`config.mk`:
```
export PLATFORM = sky130hd
export DESIGN_NAME = lkdet_top
export DESIGN_NICKNAME = d
export VERILOG_FILES = /design/src/rtl/lkdet_pkg.sv /design/src/rtl/lkdet_cfg_reg.sv /design/src/rtl/lkdet_width_meter.sv /design/src/rtl/lkdet_hold_timer.sv /design/src/rtl/lkdet_top.sv
export SDC_FILE = /design/constraint.sdc
export NUM_CORES = 1
export LEC_CHECK = 0
export ABC_AREA = 1
export BUFFER_PORTS_ARGS = -buffer_cell sky130_fd_sc_hd__buf_2
export CORE_MARGIN = 1
export CORE_UTILIZATION = 60
export DETAILED_ROUTE_END_ITERATION = 10
export GPL_ROUTABILITY_DRIVEN = 0
export PLACE_DENSITY = 0.82
export SLEW_MARGIN = 20
export SYNTH_ARGS = -nofsm -noshare
export SYNTH_HDL_FRONTEND = slang
export SYNTH_SLANG_ARGS = --single-unit
export TNS_END_PERCENT = 50
```
`constraint.sdc`:
```
create_clock -name clk -period 1.7 [get_ports clk]
set_clock_uncertainty 0.15 [all_clocks]
set_input_delay 0.17 -clock clk [delete_from_list [all_inputs] [get_ports clk]]
set_output_delay 0.17 -clock clk [all_outputs]
set_load 0.01 [all_outputs]
```
`src/rtl/lkdet_pkg.sv`:
```
package lkdet_pkg;
  // Base hold-off length is 2**HOLD_BASE_LOG2 comparison periods
  localparam int unsigned HOLD_BASE_LOG2 = 2;

  // Number of comparison ticks the unlock flag is held for a given selection
  function automatic int unsigned hold_len(input logic [1:0] sel);
    return 32'd1 << (HOLD_BASE_LOG2 + int'(sel));
  endfunction
endpackage

```
`src/rtl/lkdet_cfg_reg.sv`:
```
module lkdet_cfg_reg (
  input  logic       clk,
  input  logic       rst_n,
  input  logic       tick,
  input  logic       thr_in,
  input  logic [1:0] ext_in,
  output logic       thr_q,
  output logic [1:0] ext_q
);
  logic       thr_d;
  logic [1:0] ext_d;

  always_comb begin
    thr_d = thr_q;
    ext_d = ext_q;
    if (tick) begin
      thr_d = thr_in;
      ext_d = ext_in;
    end
  end

  always_ff @(posedge clk or negedge rst_n) begin
    if (!rst_n) begin
      thr_q <= 1'b0;
      ext_q <= 2'b00;
    end else begin
      thr_q <= thr_d;
      ext_q <= ext_d;
    end
  end
endmodule

```
`src/rtl/lkdet_width_meter.sv`:
```
module lkdet_width_meter #(
  parameter int unsigned CNT_W  = 4,
  parameter int unsigned THR_LO = 4,
  parameter int unsigned THR_HI = 8
) (
  input  logic             clk,
  input  logic             rst_n,
  input  logic             err,
  input  logic             thr_sel,
  output logic [CNT_W-1:0] cnt_q,
  output logic             viol
);
  localparam logic [CNT_W-1:0] CNT_MAX = {CNT_W{1'b1}};
  localparam logic [CNT_W-1:0] LIM_LO  = CNT_W'(THR_LO);
  localparam logic [CNT_W-1:0] LIM_HI  = CNT_W'(THR_HI);

  logic [CNT_W-1:0] cnt_d;
  logic [CNT_W-1:0] limit;

  // cnt_q holds the number of earlier active cycles of the current pulse
  always_comb begin
    limit = thr_sel ? LIM_HI : LIM_LO;
    viol  = err && (cnt_q >= limit);
    if (!err)                 cnt_d = '0;
    else if (cnt_q != CNT_MAX) cnt_d = cnt_q + 1'b1;
    else                       cnt_d = cnt_q;
  end

  always_ff @(posedge clk or negedge rst_n) begin
    if (!rst_n) cnt_q <= '0;
    else        cnt_q <= cnt_d;
  end
endmodule

```
`src/rtl/lkdet_hold_timer.sv`:
```
module lkdet_hold_timer #(
  parameter int unsigned HOLD_W = 6
) (
  input  logic       clk,
  input  logic       rst_n,
  input  logic       tick,
  input  logic       viol,
  input  logic [1:0] ext_q,
  output logic       unl_q
);
  import lkdet_pkg::*;

  logic [HOLD_W-1:0] h_q, h_d, h_inc, h_len;
  logic              unl_d;

  always_comb begin
    h_inc = h_q + 1'b1;
    h_len = HOLD_W'(hold_len(ext_q));
    unl_d = unl_q;
    h_d   = h_q;
    if (viol) begin
      unl_d = 1'b1;
      h_d   = '0;
    end else if (tick && unl_q) begin
      if (h_inc == h_len) begin
        unl_d = 1'b0;
        h_d   = '0;
      end else begin
        h_d   = h_inc;
      end
    end
  end

  always_ff @(posedge clk or negedge rst_n) begin
    if (!rst_n) begin
      unl_q <= 1'b1;
      h_q   <= '0;
    end else begin
      unl_q <= unl_d;
      h_q   <= h_d;
    end
  end
endmodule

```
`src/rtl/lkdet_top.sv`:
```
module lkdet_top #(
  parameter int unsigned CNT_W  = 4,
  parameter int unsigned THR_LO = 4,
  parameter int unsigned THR_HI = 8,
  parameter int unsigned HOLD_W = 6
) (
  input  logic       clk,
  input  logic       rst_n,
  input  logic       cmp_tick,
  input  logic       up_err,
  input  logic       dn_err,
  input  logic       pol_inv,
  input  logic       thr_sel,
  input  logic [1:0] ext_sel,
  output logic       lock_det_o,
  output logic       lock_det_oe
);
  logic [1:0]       rst_pipe;
  logic             rst_s;
  logic             err_w;
  logic             viol_w;
  logic [CNT_W-1:0] cnt_w;
  logic             thr_q_w;
  logic [1:0]       ext_q_w;
  logic             unl_w;

  // Reset asserts at once and is released on a clock edge
  always_ff @(posedge clk or negedge rst_n) begin
    if (!rst_n) rst_pipe <= 2'b00;
    else        rst_pipe <= {rst_pipe[0], 1'b1};
  end
  assign rst_s = rst_pipe[1];

  assign err_w = (up_err ^ pol_inv) | (dn_err ^ pol_inv);

  lkdet_cfg_reg u_cfg (
    .clk    (clk),
    .rst_n  (rst_s),
    .tick   (cmp_tick),
    .thr_in (thr_sel),
    .ext_in (ext_sel),
    .thr_q  (thr_q_w),
    .ext_q  (ext_q_w)
  );

  lkdet_width_meter #(.CNT_W(CNT_W), .THR_LO(THR_LO), .THR_HI(THR_HI)) u_meter (
    .clk     (clk),
    .rst_n   (rst_s),
    .err     (err_w),
    .thr_sel (thr_q_w),
    .cnt_q   (cnt_w),
    .viol    (viol_w)
  );

  lkdet_hold_timer #(.HOLD_W(HOLD_W)) u_hold (
    .clk   (clk),
    .rst_n (rst_s),
    .tick  (cmp_tick),
    .viol  (viol_w),
    .ext_q (ext_q_w),
    .unl_q (unl_w)
  );

  assign lock_det_oe = unl_w;
  assign lock_det_o  = ~unl_w;
endmodule

```
==> impl_metrics.csv <==
group,metric,value,unit
clock_tree,path_clk_slew,0.09,ns
floorplanning,coreArea,1520,um2
setup_path,crit_top_cell,"nand2_2",
power,ir_drop,0.00101,V
setup_path,arrival,1.73,ns
floorplanning,io-pin-count,11,
placed_design,portBuffers,10,
grt,grt_max_degree,15,
yosys,yosys.cell_types.count,24,
setup_path,critical_path.slowest_cell,"dfrtp_1",
layout,drive_gt1_share,32.5,%
power,leakagePower,0.653,nW
grt,grt_usage,25.6,%
yosys,syn_nets,145,
yosys,synth.cell_area,993,um2
clock_tree,htree_levels,1,
grt,grt_pass1_wl,3530,um
outcome,outcome,"complete, no violations",
placed_design,hpwl,1440,um
grt,grt_util_met3,4.68,%
timing,setup_viol,0,
setup_path,cp-start-kind,"register",
grt,grtUsageMet2,40.3,%
routing,drc,0,
yosys,yosysSeqAreaShare,40.4,%
setup_path,cp.required,1.74,ns
timing,finalCritPeriodShare,99.4,%
clock_tree,cts-root-buf,"clkbuf_4",
timing,hold_viol,0,
clock_tree,cts_made_buffers,3,
power,p_total,1.44,mW
yosys,yosys-top-cells-area,"dfrtp_1 38%, nand2_1 16%, inv_1 7.6%",
yosys,avgSynthCellArea,7.58,um2
yosys,synth_top_flop_cell,"dfrtp_1",
timing,rsz0062_at_grt,"yes",
setup_path,critical_path.endpoint_type,"register",
timing,slew_viol_final,0,
clock_tree,clkSinkCount,16,
setup_path,path_max_fanout,5,
setup_path,cp-startpoint,"u_meter.cnt_q[2]",
routing,vias_per_cell,5.72,
grt,top_usage_layer,"met2",
layout,final_nets,169,
yosys,yosys.area.top_type,"dfrtp_1",
floorplanning,die_y,42.7,um
timing,tightestPinTransition,0.580,ns
yosys,synthCells,131,
setup_path,crit_chain,"inv_2, ha_4, nand2_2, nand2_1, a21o_1, nand2_2, nand2_2, inv_2, a22o_1",
yosys,yosys-top-cells-count,"43 x nand2_1, 20 x inv_1, 15 x dfrtp_1, 11 x nand3_1",
yosys,synth.top_cell.area_share,37.8,%
setup_path,path_buf_inv,2,
worst_hold_path,hp-start,"cmp_tick",
routing,drt_wl_total,2470,um
clock_tree,tritoncts,"built",
routing,drt_first_pass_iters,4,
job,cap_violations,0,
grt,use_met1,35.3,%
routing,ant_nets,0,
grt,antenna_found_initial,0,
floorplanning,initial_core_util,65.2,%
worst_hold_path,hold_path.class,"primary input to register",
floorplanning,dieArea,1820,um2
timing,whs,0.00519,ns
yosys,yosysWarnings,0,
timing,relSlewSlack,61.3,%
clock_tree,clk_path_buf_depth,2,
yosys,synth_most_common_cell,"nand2_1",
setup_path,r2r-start,"u_meter.cnt_q[2]",
floorplanning,die_w,42.7,um
grt,grt_overflow,0,
yosys,synthArstFlopShare,100,%
routing,first_iter_violations,61,
floorplanning,num_rows,14,
yosys,synth_edf_count,0,
setup_path,slowest_delay,0.38,ns
timing,min_period,1.69,ns
layout,diodes,0,
clock_tree,clk_latency,0.29,ns
setup_path,crit_family,"compound AO/OA/AOI/OAI gates",
power,cellPowerDensity,1140,nW/um2
routing,routedWlPerCell,14.5,um
yosys,ys_ff_latch,16,
timing,setup_tns,0,ns
layout,syn_to_final_growth,26.7,%
setup_path,crit_type,"register to register",
routing,dr_total_vias,972,
grt,first_global_vias,834,
timing,fmax,592,MHz
cells by family (layout without fill, tap and decap cells):
logic type               count (synthesis)  after routing  share of synthesized area (%)
adder cells (fa/ha/maj)                  5              5                           6.30
flip-flops                              16             16                           40.4
AND/OR/NAND/NOR                         73             73                           34.4
AO/OA/AOI/OAI                           16             16                           11.0
buffers and inverters                   20             43                           7.56
other                                    1              1                          0.377
metrics by stage:
stage	cells	utilization [%]	area, um2	worst slack [ns]
after floorplan	131	-	993	0.137
after global placement	158	70.3	1070	0.0668
after detailed placement	158	70.3	1070	0.0295
after CTS	167	75.8	1150	0.00913
after global routing	170	82.6	1260	-0.0832
final	170	82.6	1260	0.0109
final cells by class:
cell class,instances,area [um2]
multi-input combinational,95,594
fill,89,265
tap,16,20.0
timing repair buffer,19,131
sequential,16,402
inverter,20,75.1
clock buffer,4,36.3
worst paths after layout:
check	cells after the start	slack (ns)	end
setup / recovery	9	0.01	u_hold.h_q[1]
hold / removal	2	0.005	u_cfg.thr_q
setup reg to reg	9	0.01	u_hold.h_q[1]
hold reg to reg	0	0.09	u_hold.h_q[0]
max in group asynchronous	0	0.93	u_cfg.ext_q[1]
min in group asynchronous	2	0.02	rst_pipe[1]
repair_timing:
item	in CTS	in global routing
endpoints found under the setup margin	1	6
hold buffers	4	0
buffers inserted	1	3
resized for setup	0	22
endpoints found under the hold margin	5	0
pin swaps	0	13
power by group:
group | internal, mW | total (mW) | switching, mW
clock | 0.131 | 0.255 | 0.125
sequential | 0.457 | 0.553 | 0.0961
combinational | 0.260 | 0.631 | 0.371
cells in the final DEF, fill, tap and decap left out, types with 2 or more instances in the layout:
master / count
o21ai_0: 6
nand3_1: 6
nor2_4: 3
buf_2: 10
nand2_2: 7
inv_2: 5
nand2_1: 38
nor2_1: 6
clkbuf_4: 3
dlygate4sd3_1: 4
o21ai_1: 3
inv_1: 15
buf_4: 4
ha_4: 2
nand2_4: 2
nand3_2: 8
dfrtp_1: 15
ha_1: 3
state kept, by name, indices dropped and copies added, names as in the netlist:
signal / flops
rst_pipe: 2
u_cfg.thr_q: 1
u_meter.cnt_q: 4
u_hold.unl_q: 1
u_cfg.ext_q: 2
u_hold.h_q: 6
worst reg2reg max path, delay by kind of cell (launching register included):
family,cells,cell delay (ns)
flops,1,0.38
compound gates,2,0.39
buf+inv,2,0.12
simple gates,4,0.29
fa+ha+maj,1,0.26
per-layer routing:
metal	wire length, um	vias to the layer above
met3	151	19
met5	0	-
met2	1140	44
li1	-	460
met1	1040	449
met4	143	0
(Power assumes the default switching activity.)
